--- config.mk ---
export PLATFORM = sky130hd
export DESIGN_NAME = slice_speed_sel
export DESIGN_NICKNAME = d
export VERILOG_FILES = /design/src/rtl/slvl_pkg.sv /design/src/rtl/slvl_budget.sv /design/src/rtl/slvl_cost.sv /design/src/rtl/slvl_pick.sv /design/src/rtl/slice_speed_sel.sv
export SDC_FILE = /design/constraint.sdc
export NUM_CORES = 1
export LEC_CHECK = 0
export BUFFER_PORTS_ARGS = -buffer_cell sky130_fd_sc_hd__buf_2
export CELL_PAD_IN_SITES_DETAIL_PLACEMENT = 0
export CELL_PAD_IN_SITES_GLOBAL_PLACEMENT = 1
export CORE_MARGIN = 5
export CORE_UTILIZATION = 35
export CTS_CLUSTER_DIAMETER = 40
export DETAILED_ROUTE_END_ITERATION = 10
export PLACE_DENSITY = 0.74
export SLEW_MARGIN = 5
export SYNTH_ARGS = -nofsm -noshare
export SYNTH_HDL_FRONTEND = slang
export SYNTH_SLANG_ARGS = --single-unit
--- constraint.sdc ---
create_clock -name clk -period 10 [get_ports clk]
set_clock_uncertainty 0.05 [all_clocks]
set_input_delay 1 -clock clk [delete_from_list [all_inputs] [get_ports clk]]
set_output_delay 1 -clock clk [all_outputs]
set_load 0.05 [all_outputs]
--- src/rtl/slvl_pkg.sv ---
// Package: shared widths and level codes for the slice speed selector.
// Assumes at most four speed levels, so a level fits in two bits.
package slvl_pkg;
    localparam int LVL_W = 2;
    typedef logic [LVL_W-1:0] lvl_t;
    localparam lvl_t LVL_FULL = 2'd0;
endpackage

--- src/rtl/slvl_budget.sv ---
// Module: time budget left for the current slice.
// Subtracts the later slices' worst case from the deadline distance and floors the result at zero.
module slvl_budget #(
    parameter int TW = 32
) (
    input  logic [TW-1:0] deadline_time,
    input  logic [TW-1:0] rest_wcet,
    output logic [TW-1:0] avail
);
    // Saturating subtraction.
    always_comb begin
        if (deadline_time > rest_wcet) avail = deadline_time - rest_wcet;
        else                           avail = '0;
    end
endmodule

--- src/rtl/slvl_cost.sv ---
// Module: price of running the slice at one speed level, and whether that price fits.
// Assumes CW leaves room for TW * MULT plus one TW-wide delay term, so nothing wraps.
module slvl_cost
    import slvl_pkg::*;
#(
    parameter int TW   = 32,
    parameter int CW   = 35,
    parameter int MULT = 1,
    parameter int IDX  = 0
) (
    input  logic [TW-1:0] slice_wcet,
    input  logic [TW-1:0] switch_cost,
    input  lvl_t          prev_level,
    input  logic [TW-1:0] avail,
    output logic          fits
);
    logic [CW-1:0] scaled;
    logic [CW-1:0] need;
    logic          charge;

    // Stretch the worst case by the level factor, then add the change cost when the level changes.
    always_comb begin
        scaled = CW'(slice_wcet) * CW'(MULT);
        charge = (prev_level != LVL_W'(IDX));
        need   = scaled + (charge ? CW'(switch_cost) : '0);
        fits   = (need <= CW'(avail));
    end
endmodule

--- src/rtl/slvl_pick.sv ---
// Module: choose the slowest level that fits, or report that none fits.
// Assumes the bit index of the fit vector is the level code and higher codes are slower.
module slvl_pick
    import slvl_pkg::*;
#(
    parameter int NL = 3
) (
    input  logic [NL-1:0] fit,
    output lvl_t          level,
    output logic          none
);
    // A later (slower) fitting level overrides an earlier one.
    always_comb begin
        level = LVL_FULL;
        none  = 1'b1;
        for (int i = 0; i < NL; i++) begin
            if (fit[i]) begin
                level = LVL_W'(i);
                none  = 1'b0;
            end
        end
    end
endmodule

--- src/rtl/slice_speed_sel.sv ---
// Module: slice speed level selector (top).
// Prices every level in parallel, picks the slowest one that fits, and registers the result on start.
// Assumes inputs are stable in the cycle start is high and NLEVELS <= 4.
module slice_speed_sel
    import slvl_pkg::*;
#(
    parameter int TW      = 32,
    parameter int NLEVELS = 3
) (
    input  logic          clk,
    input  logic          rst_n,
    input  logic          start,
    input  logic [TW-1:0] slice_wcet,
    input  logic [TW-1:0] rest_wcet,
    input  logic [TW-1:0] deadline_time,
    input  logic [1:0]    prev_level,
    input  logic [TW-1:0] switch_cost,
    output logic [1:0]    speed_level,
    output logic          overrun,
    output logic          result_valid
);
    localparam int CW = TW + $clog2(NLEVELS + 1) + 1;

    logic [TW-1:0]      avail;
    logic [NLEVELS-1:0] fit;
    lvl_t               pick_lvl;
    logic               pick_none;

    slvl_budget #(.TW(TW)) u_budget (
        .deadline_time(deadline_time),
        .rest_wcet    (rest_wcet),
        .avail        (avail)
    );

    for (genvar g = 0; g < NLEVELS; g++) begin : g_lvl
        slvl_cost #(.TW(TW), .CW(CW), .MULT(g + 1), .IDX(g)) u_cost (
            .slice_wcet (slice_wcet),
            .switch_cost(switch_cost),
            .prev_level (prev_level),
            .avail      (avail),
            .fits       (fit[g])
        );
    end

    slvl_pick #(.NL(NLEVELS)) u_pick (
        .fit  (fit),
        .level(pick_lvl),
        .none (pick_none)
    );

    // Capture the decision on start; the strobe follows start by one cycle.
    always_ff @(posedge clk) begin
        if (!rst_n) begin
            speed_level  <= LVL_FULL;
            overrun      <= 1'b0;
            result_valid <= 1'b0;
        end else begin
            result_valid <= start;
            if (start) begin
                speed_level <= pick_lvl;
                overrun     <= pick_none;
            end
        end
    end

    a_r6_valid_follows_start: assert property (@(posedge clk) disable iff (!rst_n)
        start |=> result_valid);
    a_r6_no_spurious_valid: assert property (@(posedge clk) disable iff (!rst_n)
        !start |=> !result_valid);
    a_r7_hold_between_starts: assert property (@(posedge clk) disable iff (!rst_n)
        !start |=> ($stable(speed_level) && $stable(overrun)));
    a_r5_overrun_at_full: assert property (@(posedge clk) disable iff (!rst_n)
        overrun |-> (speed_level == LVL_FULL));
    a_r4_level_in_range: assert property (@(posedge clk) disable iff (!rst_n)
        result_valid |-> (int'(speed_level) < NLEVELS));
endmodule

==> metrics.csv <==
metric;value;unit
Least-Margin Pin Slew;1.12;ns
root buffer selected by CTS;clkbuf_16;
crit path kind;in2reg;
clock sink count;4;
Area contributors post-synth;ha_1 28%, fa_1 7.0%, xnor2_1 6.5%, a21oi_1 6.2%, a21o_1 4.9%;
crit path time final;7.64;ns
Clock transition at path regs;0.03;ns
Hold Fails Final Rpt;0;
Pleak;5.39;nW
flop2flop setup slack;9.20;ns
PortBufs;136;
count of final max-slew check failures;0;
post-synth cell types;70;
GR Util met2;33.6;%
syn_nets;1734;
Synth Register Bits;4;
via count;10300;
Pwr Density;111;nW/µm²
GRT Total Usage;19.7;%
Synth Cell Area;10000;µm²
CTS Buf Count;3;
Post-DP HPWL;29.2;mm
required time of the critical path;10.07;ns
area grow syn2layout;12.0;%
first-pass GRT wire length;53.1;mm
synth warn;0;
Fillers;3113;
total power;1.25;mW
busiest grt layer;met2;
count leader, synth;ha_1;
Fmax;131;MHz
Crit. End Element;flop;
Layout Nets;1862;
Initial Util;35.2;%
most used cell along the critical path;nand2_1;
grt met3 use;1.74;%
I/O Pins;137;
Avg WL per Cell;17.7;µm
met1 Use GR;27.7;%
Synth Instances;1343;
Worst path slowest cell;or4_1;
critical path's largest stage delay;0.56;ns
DIE AREA;32200;µm²
Syn Area/Cell;7.48;µm²
sequential share of the synthesized area;0.797;%
cts hold-fix bufs;0;
Setup Viol. Count Final;0;
largest net degree at the start of global routing;34;
Die W;179;µm
unrepaired setup endpoints after global routing;no;
Synth top cells by count;223 x ha_1, 125 x a21oi_1, 90 x inv_1;
Final TNS setup;0;ns
Post-CTS Setup Inserts;0;
worst min path class;reg2reg;
top-area cell type share of the netlist area;27.8;%
startpoint types;input pin;
Routed Antenna Nets;0;
fraction of registers with async set/reset;0;%
final core occ;39.4;%
Main synth FF type;dfxtp_1;
Worst slew margin;25.1;%
DRT iter0 DRCs;668;
number of synthesized flops with an enable pin;0;
1st-pass router iterations;5;
Max Cap Violations;0;
layout cells sized above 1;10.9;%
vias in the first global route;10300;
# rows;62;
final cell count without fillers;1853;
WL final;32.8;mm
CTS H-tree lvls;1;
ant diodes;0;
Peak VDD IR;0.0000680;V
largest area contributor in the netlist;ha_1;
# resized after CTS;0;
DRC viols;0;
Tcrit/Tclk final;76.4;%
outcome;finished, final reports clean;
Reg area;80.1;µm²
cell count after placement;1850;
clock latency on the worst-skew pair;0.23;ns
CTS tree;yes;
GP Congestion;0.900;
total grt overflow;0;
crit-path max FO;32;
multi-input logic area;9560;µm²
core area;28500;µm²
Die H;179;µm
number of antenna violations at the first check in global routing;0;
vias per cell;5.55;
Clock Path Buffers;2;
CP arrival;7.71;ns
==> routing by layer <==
metal	vias up	share of wire, %
li1	5215	-
met1	4817	49
met2	225	45
met3	33	4.2
met4	0	1.6
met5	-	0
==> final cells by class <==
type                            count  area share (%)
Timing Repair Buffer              140            6.32
Inverter                           90            3.00
Clock buffer                        3           0.668
Multi-Input combinational cell   1232            85.0
Sequential cell                     4           0.712
Tap cell                          384            4.27
==> critical path, delay by kind of cell <==
| kind | cells | cell delay (ns) |
|---|---|---|
| buf+inv | 3 | 0.43 |
| xor+xnor | 1 | 0.09 |
| simple gates | 7 | 2.02 |
| fa+ha+maj | 4 | 1.45 |
| compound gates | 10 | 2.67 |
==> metrics by stage <==
step / setup slack [ns] / hold slack, ns / instance area [µm²]
5_1_grt: 1.99 / 0.475 / 11200
3_5_place_dp: 2.20 / 0.437 / 11200
6_report: 2.36 / 0.442 / 11200
4_1_cts: 2.41 / 0.443 / 11200
3_3_place_gp: 2.46 / 0.438 / 11200
2_1_floorplan: 2.98 / 0.633 / 10000
==> cell usage in the layout, fill, tap and decap left out, drive strengths merged, types with 6 or more instances in the layout <==
master	netlist	routed
nand2	89	89
nor4	9	9
a2111oi	8	8
nor2	84	84
a21o	65	65
a41oi	6	6
and2	66	66
xnor2	75	75
and3	22	22
nand3	35	35
inv	90	90
a211oi	25	25
ha	223	223
fa	35	35
nor3	15	15
o21a	30	30
o21bai	14	14
a21oi	126	126
nor2b	52	52
nand4	23	23
o211ai	13	13
o21ai	77	77
a31oi	11	11
buf	2	140
o31ai	7	7
nand2b	16	16
and4	8	8
a221oi	7	7
xor2	21	21
a21boi	9	9
==> state kept, by name (all words and copies together), names as in the netlist <==
register,flops
result_valid,1
speed_level,2
overrun,1
==> worst paths after layout <==
kind,startpoint,to,cells past startpoint
max,prev_level[0],speed_level[0],25
min,speed_level[1],speed_level[1],2
max reg2reg,speed_level[0],speed_level[0],2
min reg2reg,speed_level[1],speed_level[1],2
==> report_power, final <==
part	internal (mW)	leakage [nW]	total [mW]	switching, mW
sequential	0.0183	0.0328	0.0201	0.00183
clock	0.0513	0.0370	0.0645	0.0132
combinational	0.492	5.32	1.16	0.670
total	0.561	5.39	1.25	0.685
==> logic make-up after synthesis <==
group	after synthesis	share of synthesized area, %
and+or+nand+nor	446	23.4
AOI/OAI and AO/OA	430	28.4
adders and majority gates	258	34.8
buffers and inverters	107	4.04
xor gates and xnor gates	96	8.37
DFF	4	0.797
muxes	2	0.212
Note: power is estimated with default switching activity, not from simulation.
